File: src/rtl/bbx_pkg.sv
package bbx_pkg;
  // Pin positions on the bit-bang port; a downstream port decodes these.
  localparam int unsigned PIN_DATA = 0;
  localparam int unsigned PIN_CLK  = 1;
  localparam int unsigned PIN_CTRL = 2;
  localparam int unsigned PHASES   = 3;

  typedef enum logic [1:0] {
    PH_SETUP = 2'd0,
    PH_RISE  = 2'd1,
    PH_HOLD  = 2'd2
  } phase_e;
endpackage

File: src/rtl/bbx_sequencer.sv
module bbx_sequencer
  import bbx_pkg::*;
#(
  parameter int unsigned BYTE_W = 8,
  localparam int unsigned IDX_W = (BYTE_W > 1) ? $clog2(BYTE_W) : 1
) (
  input  logic   clk,
  input  logic   rst_n,
  input  logic   in_fire,
  input  logic   out_ready,
  output logic   busy,
  output phase_e phase,
  output logic   adv_bit
);
  logic             busy_q, busy_d;
  phase_e           ph_q, ph_d;
  logic [IDX_W-1:0] idx_q, idx_d;
  logic             out_fire, last_bit, en;

  assign out_fire = busy_q & out_ready;
  assign last_bit = (idx_q == IDX_W'(BYTE_W - 1));
  assign adv_bit  = out_fire & (ph_q == PH_HOLD);
  assign en       = in_fire | out_fire;

  always_comb begin
    busy_d = busy_q;
    ph_d   = ph_q;
    idx_d  = idx_q;
    if (in_fire) begin
      busy_d = 1'b1;
      ph_d   = PH_SETUP;
      idx_d  = '0;
    end else if (out_fire) begin
      if (ph_q == PH_HOLD) begin
        ph_d = PH_SETUP;
        if (last_bit) begin
          busy_d = 1'b0;
          idx_d  = '0;
        end else begin
          idx_d = idx_q + 1'b1;
        end
      end else begin
        ph_d = phase_e'(ph_q + 2'd1);
      end
    end
  end

  always_ff @(posedge clk or negedge rst_n) begin
    if (!rst_n) begin
      busy_q <= 1'b0;
      ph_q   <= PH_SETUP;
      idx_q  <= '0;
    end else if (en) begin
      busy_q <= busy_d;
      ph_q   <= ph_d;
      idx_q  <= idx_d;
    end
  end

  assign busy  = busy_q;
  assign phase = ph_q;
endmodule

File: src/rtl/bbx_shifter.sv
module bbx_shifter #(
  parameter int unsigned BYTE_W = 8
) (
  input  logic              clk,
  input  logic              rst_n,
  input  logic              load,
  input  logic [BYTE_W-1:0] load_data,
  input  logic              shift,
  output logic              cur_bit
);
  logic [BYTE_W-1:0] sh_q, sh_d;
  logic              en;

  assign en = load | shift;

  always_comb begin
    sh_d = sh_q;
    if (load)       sh_d = load_data;
    else if (shift) sh_d = sh_q >> 1;
  end

  always_ff @(posedge clk or negedge rst_n) begin
    if (!rst_n)  sh_q <= '0;
    else if (en) sh_q <= sh_d;
  end

  // Least significant bit goes out first.
  assign cur_bit = sh_q[0];
endmodule

File: src/rtl/bbx_encoder.sv
module bbx_encoder
  import bbx_pkg::*;
#(
  parameter int unsigned PORT_W = 8
) (
  input  phase_e            phase,
  input  logic              data_bit,
  output logic [PORT_W-1:0] pins
);
  always_comb begin
    for (int i = 0; i < PORT_W; i++) begin
      if (i == PIN_CTRL)      pins[i] = 1'b1;
      else if (i == PIN_CLK)  pins[i] = (phase == PH_RISE);
      else if (i == PIN_DATA) pins[i] = data_bit;
      else                    pins[i] = 1'b0;
    end
  end
endmodule

File: src/rtl/bitbang_expander.sv
module bitbang_expander
  import bbx_pkg::*;
#(
  parameter int unsigned BYTE_W = 8,
  parameter int unsigned PORT_W = 8
) (
  input  logic              clk,
  input  logic              rst_n,
  input  logic              in_valid,
  output logic              in_ready,
  input  logic [BYTE_W-1:0] in_data,
  output logic              out_valid,
  input  logic              out_ready,
  output logic [PORT_W-1:0] out_data
);
  logic   busy, in_fire, adv_bit, cur_bit;
  phase_e phase;

  assign in_ready  = ~busy;
  assign in_fire   = in_valid & ~busy;
  assign out_valid = busy;

  bbx_sequencer #(.BYTE_W(BYTE_W)) u_seq (
    .clk(clk), .rst_n(rst_n), .in_fire(in_fire), .out_ready(out_ready),
    .busy(busy), .phase(phase), .adv_bit(adv_bit)
  );

  bbx_shifter #(.BYTE_W(BYTE_W)) u_shf (
    .clk(clk), .rst_n(rst_n), .load(in_fire), .load_data(in_data),
    .shift(adv_bit), .cur_bit(cur_bit)
  );

  bbx_encoder #(.PORT_W(PORT_W)) u_enc (
    .phase(phase), .data_bit(cur_bit), .pins(out_data)
  );
endmodule

File: config.mk
export PLATFORM = sky130hd
export DESIGN_NAME = bitbang_expander
export DESIGN_NICKNAME = d
export VERILOG_FILES = /design/src/rtl/bbx_pkg.sv /design/src/rtl/bbx_sequencer.sv /design/src/rtl/bbx_shifter.sv /design/src/rtl/bbx_encoder.sv /design/src/rtl/bitbang_expander.sv
export SDC_FILE = /design/constraint.sdc
export NUM_CORES = 1
export LEC_CHECK = 0
export ABC_CLOCK_PERIOD_IN_PS = 3600
export BUFFER_PORTS_ARGS = -buffer_cell sky130_fd_sc_hd__buf_4
export CORE_AREA = 4 4 44 46
export CTS_CLUSTER_SIZE = 30
export DETAILED_ROUTE_END_ITERATION = 8
export DIE_AREA = 0 0 48 50
export PLACE_DENSITY = 0.74
export RECOVER_POWER = 50
export SLEW_MARGIN = 10
export SYNTH_ARGS = -nofsm -noshare
export SYNTH_HDL_FRONTEND = slang
export SYNTH_SLANG_ARGS = --single-unit
File: constraint.sdc
create_clock -name clk -period 3.6 [get_ports clk]
set_input_delay 0.72 -clock clk [delete_from_list [all_inputs] [get_ports clk]]
set_output_delay 0.72 -clock clk [all_outputs]
set_load 0.005 [all_outputs]
==> results of run 1 <==
per-layer routing:
| metal | routed length [um] | up-vias |
|---|---|---|
| li1 | - | 261 |
| met1 | 506 | 221 |
| met2 | 545 | 14 |
| met3 | 76 | 2 |
| met4 | 15 | 0 |
| met5 | 0 | - |
power breakdown:
group,switching (W),leakage [nW],internal (W)
clock network,0.0000473,0.0138,0.0000388
logic,0.0000701,0.268,0.0000851
registers,0.0000441,0.175,0.000224
path summary, 6_finish.rpt:
kind                                   to  cells past startpoint
max                           out_data[1]                      2
min reg2reg                 u_shf.sh_q[7]                      2
max in group asynchronous      u_seq.busy                      1
min                        u_seq.phase[1]                      1
max reg2reg                 u_shf.sh_q[1]                      2
min in group clk            u_shf.sh_q[7]                      2
area by class of cell:
cell class                 count  area [um2]  area share (%)
clock buffer                   3        22.5            2.72
inverter                       2        7.51           0.908
multi-input combinational     53         322            38.9
sequential                    14         350            42.4
tap                           16        20.0            2.42
timing repair buffer          15         105            12.7
cell families after synthesis:
logic type	Yosys count	synth area share, %
flops	14	47.5
compound gates	11	7.46
simple gates	23	14.7
fa+ha+maj	2	3.39
buf+inv	12	11.0
mux	11	14.9
other cells	2	1.02
cells in the final DEF, fill, tap and decap left out:
cell type,synthesis,layout
o21ai_0,10,10
conb_1,2,6
nand3_1,1,1
nand2_1,13,13
dfrtp_1,14,14
nor2b_1,2,2
nand2b_1,1,1
clkbuf_4,0,3
or3_1,1,1
nor2_1,4,4
ha_1,2,2
clkbuf_1,0,2
nand4b_2,1,1
mux2i_1,11,11
a21oi_1,1,1
buf_4,7,13
inv_1,2,2
through the flow:
step | hold WS, ns | power, W | util [%] | cell area [um2]
detailed placement | 0.493 | 0.000433 | 53.9 | 812
floorplan | 0.424 | 0.000386 | - | 753
CTS | 0.272 | 0.000519 | 55.4 | 835
global route | 0.508 | 0.000553 | 54.9 | 827
global placement | 0.490 | 0.000421 | 53.9 | 812
finish | 0.461 | 0.000509 | 54.9 | 827
registers in the layout (all words and copies together) (netlist names):
register,flops
u_seq.busy,1
u_seq.idx_q,3
u_seq.phase,2
u_shf.sh_q,8
==> reports/qor.yml, run 1 <==
maximum_number_of_buffers_from_clock_root_to_sink: 2
fillerInstances: 142
cts_made_buffers: 3
p_leak_nw: 0.456
placeableCoreArea_mm2: 0.00151
rows: 14
finalHoldViolations: 0
cts_tree: "built"
initial_core_util_pct: 49.0
number_of_antenna_violations_at_the_first_check_in_global_routing: 0
die_width_um: 48
worst_path_setup_slack_after_routing_ns: 1.88
cp_cell_sequence: "nor2b_1 > buf_4"
busiest_layer: "met2"
first_global_vias: 454
synth_cell_types: 17
yosysWarningCount: 0
max-cap-violations: 0
period_needed_ns: 1.72
worst_clock_skew_ns: 0.00160
synthTopCellsByCount: "dfrtp_1 (14), nand2_1 (13), mux2i_1 (11)"
hpwl_um: 882
outcome: "completed"
wl_per_cell_um: 11.1
routed-via-count: 498
postSynthCellCount: 75
drtAntennaViolNets: 0
setup.worst_path.start_class: "flop"
path_buf_inv: 1
drt-pass1-iter-count: 4
drc_errors: 0
antenna_cells_inserted: 0
critical-path-max-stage-delay_ns: 0.43
placement.setup.worst_slack_ns: 1.52
grt_pass1_wl_mm: 1.89
ys_seq_area_share_pct: 47.5
globalRouteMet1Util_pct: 14.9
finalSetupTns_ns: 0
post-synth-top-area-fraction_pct: 47.5
clkTransAtPathRegs_ns: 0.08
ctsHtreeMaxLevel: 1
synth-edff-count: 0
worst-path-max-fanout: 5
flow.area_growth_from_synthesis_pct: 12.0
number_of_cells_in_the_design_after_placement: 100
ioPinCount: 22
cp_slowest_cell: "dfrtp_1"
stdcell_count: 103
fmax_mhz: 582
grt_start_max_net_pins: 19
cts_setup_buffers: 0
gr-usage-met2_pct: 15.2
rr_startpoint: "u_seq.busy"
yosys-top-cells-area: "dfrtp_1 (47%), mux2i_1 (15%), buf_4 (7.1%)"
grt_use_total_pct: 11.3
yosysTopAreaCell: "dfrtp_1"
postSynthAreaPerCell_um2: 9.84
cp_data_arrival_time_ns: 1.00
worstPathRequired_ns: 2.88
worst_slew_slack_as_a_fraction_of_its_limit_pct: 34.5
globalRoute.totalOverflow: 0
grt_util_met3_pct: 5.45
p_per_area_mw_per_mm2: 616
io_buffers: 15
finalSetupViolations: 0
cts.sinks: 14
cts_resized: 0
synthFlopType: "dfrtp_1"
drive_gt1_share_pct: 19.5
cp-end-kind: "output port"
insertion_delay_ns: 0.28
final_net_count: 103
cts-hold-fix-buffers: 0
postSynthRegisterBits: 14
setup_crit_start: "u_seq.phase[1]"
rsz_0062_raised_after_global_routing: "no"
finalWeightedCongestion: 0.699
die-area_mm2: 0.00240
timing.critical_path.max_delay_family: "flip-flops"
vias_per_cell: 4.83
syn-cell-area_um2: 738
clk_root_buf: "clkbuf_4"
timing_max_transition_violations_final: 0
first_iter_violations: 10
yosysMostFrequentCell: "dfrtp_1"
vertical_die_dimension_um: 50
timing_worst_slew_pin_value_ns: 0.980
vdd.ir_drop.worst_uv: 318
worstSetupPathType: "reg2out"
worst_hold_path_type: "in2async"
final.period_utilization_pct: 47.7
rrSetupSlack_ns: 1.96
synthArstFlopShare_pct: 100
total_routed_length_mm: 1.14
No activity file was read; power rests on OpenSTA's default activity.
==> inputs of run 2 (changes only) <==
- ABC_CLOCK_PERIOD_IN_PS: 3600 -> 1700
- CORE_AREA: 4 4 44 46 -> 4 4 45 47
- DIE_AREA: 0 0 48 50 -> 0 0 49 51
- PLACE_DENSITY: 0.74 -> 0.71
- clock period: 3.6 -> 1.7 ns (I/O delays scaled with it)
==> run 2 against run 1 <==
Effect of this change:
- die area is 4.1% higher
- non-clock buffer count rose by 4
- routed wire length grew 6.7%
- clock power rose to 2.8 times the previous value
- combinational power up 120%
- first-iteration DRC count did not move
- critical path depth is 2 higher
- worst hold slack worse by 0.21 ns
- cell count increased by 5.8%
- count of clock-buffer cells in the layout increased by 1
- critical endpoint is now u_seq.idx_q[0]
- largest cell class unchanged
==> reports/qor.yml, run 2 (synthesized netlist as in run 1, its figures left out) <==
outcome: "completed"
placement.setup.worst_slack_ns: 0.357
critical-path-max-stage-delay_ns: 0.40
cts_setup_buffers: 0
leading_cell_types_in_the_layout_fill_and_taps_excluded: "buf_4 (17), dfrtp_1 (14), nand2_1 (13), mux2i_1 (11), o21ai_0 (10)"
total_routed_length_mm: 1.22
setup.worst_path.start_class: "flop"
rows: 15
initial_core_util_pct: 44.7
comb_power_share_pct: 30.1
min_from: "in_data[7]"
routed-via-count: 539
critical-path-top-cell-by-count: "ha_1"
timing_worst_slew_pin_value_ns: 0.726
globalRoute.totalOverflow: 0
most_frequent_standard_cell_in_the_layout_excluding_fill_and_tap_cells: "buf_4"
grt_start_max_net_pins: 19
worst_slew_slack_as_a_fraction_of_its_limit_pct: 51.6
timing.critical_path.max_delay_family: "flip-flops"
ctsHtreeMaxLevel: 1
clk_root_buf: "clkbuf_4"
setup_crit_start: "u_seq.idx_q[0]"
io_buffers: 15
hpwl_um: 947
ioPinCount: 22
p_leak_nw: 0.485
worst_clock_skew_ns: 0.00158
finalSetupViolations: 0
first_iter_violations: 10
placeableCoreArea_mm2: 0.00165
wl_per_cell_um: 11.2
rr_startpoint: "u_seq.idx_q[0]"
worstPathRequired_ns: 1.91
cp_slowest_cell: "dfrtp_1"
worst_hold_path_type: "in2reg"
grt_use_total_pct: 11.1
grt_pass1_wl_mm: 2.13
drive_gt1_share_pct: 23.9
stdcell_count: 109
p_sw_share_pct: 30.8
cts_tree: "built"
p_switching_w: 0.000355
final_net_count: 107
vdd.ir_drop.worst_uv: 562
finalSetupTns_ns: 0
maximum_number_of_buffers_from_clock_root_to_sink: 2
die_width_um: 49
cell_internal_pwr_w: 0.000800
power.sequential.fraction_pct: 49.3
drc_errors: 0
path_buf_inv: 0
cts_made_buffers: 3
post-route-cell-area_um2: 878
flow.area_growth_from_synthesis_pct: 19.0
rrSetupSlack_ns: 0.34
hold_slack_ns: 0.249
finalWeightedCongestion: 0.672
worst-path-max-fanout: 3
place_area_um2: 836
worst_path_setup_slack_after_routing_ns: 0.343
worstSetupPathType: "reg2reg"
drtAntennaViolNets: 0
max-cap-violations: 0
drt-pass1-iter-count: 2
finalHoldViolations: 0
p_per_area_mw_per_mm2: 1310
timing_max_transition_violations_final: 0
vias_per_cell: 4.94
die-area_mm2: 0.00250
largest_register_ffs: 8
antenna_cells_inserted: 0
number_of_cells_in_the_design_after_placement: 104
clkTransAtPathRegs_ns: 0.08
cp_data_arrival_time_ns: 1.57
cp_cell_sequence: "ha_1 > ha_1 > or3_1 > a21oi_1"
vertical_die_dimension_um: 51
first_global_vias: 509
rsz_0062_raised_after_global_routing: "no"
cts.sinks: 14
final.period_utilization_pct: 79.8
cp-end-kind: "flop"
period_needed_ns: 1.36
clockPowerShare_pct: 20.6
insertion_delay_ns: 0.28
fmax_mhz: 737
register_with_the_most_flip_flops: "u_shf.sh_q"
number_of_antenna_violations_at_the_first_check_in_global_routing: 0
==> run 2: cell count changes in the layout (fill, tap and decap cells not counted) <==
cell,before,now
dlygate4sd3_1,0,1
clkbuf_8,0,1
clkbuf_1,2,1
buf_4,13,17
==> run 2: power groups by stage <==
stage | Combinational, W | Clock (W) | Sequential, W
after floorplan | 0.000266 | 0 | 0.000551
after global placement | 0.000339 | 0 | 0.000564
after detailed placement | 0.000354 | 0 | 0.000578
after CTS | 0.000357 | 0.000248 | 0.000571
after global routing | 0.000404 | 0.000261 | 0.000591
final | 0.000347 | 0.000238 | 0.000570
==> run 2: per-layer routing <==
| metal | vias to the layer above | share of wire (%) | GRT usage, % |
|---|---|---|---|
| met1 | 253 | 43 | 13.9 |
| met2 | 14 | 49 | 16.7 |
| li1 | 268 | - | - |
| met3 | 4 | 5.9 | 2.33 |
| met5 | - | 0 | 0 |
| met4 | 0 | 2.0 | 8.07 |
==> run 2: area by class of cell <==
cell class | instances | area [um2]
well taps | 17 | 21.3
repair buffers | 19 | 141
flip-flops and latches | 14 | 350
fillers | 161 | 773
multi-input cells | 53 | 322
inverters | 2 | 7.51
clock buffers | 4 | 36.3
==> run 2: path summary, 6_finish.rpt <==
check                            endpoint  depth (start not counted)
min reg2reg                 u_shf.sh_q[7]                          2
max in group asynchronous  u_seq.phase[0]                          2
max reg2reg                u_seq.idx_q[0]                          4
min                         u_shf.sh_q[7]                          3
min in group asynchronous   u_shf.sh_q[0]                          2
max                        u_seq.idx_q[0]                          4
==> run 2: through the flow <==
step           total power [W]  utilization [%]
2_1_floorplan         0.000817                -
3_3_place_gp          0.000903             50.6
3_5_place_dp          0.000932             50.6
4_1_cts                0.00118             53.4
5_1_grt                0.00126             53.2
6_report               0.00115             53.2
==> run 2: tightest hold or removal path, delay by kind of cell <==
kind | cells | cell delay, ns
buffers and inverters | 1 | 0.08
and+or+nand+nor | 2 | 0.09
==> run 2: repair_timing <==
action,4_1_cts,5_1_grt
hold buffers,1,0
hold endpoints to repair,14,0
resized for setup,0,0
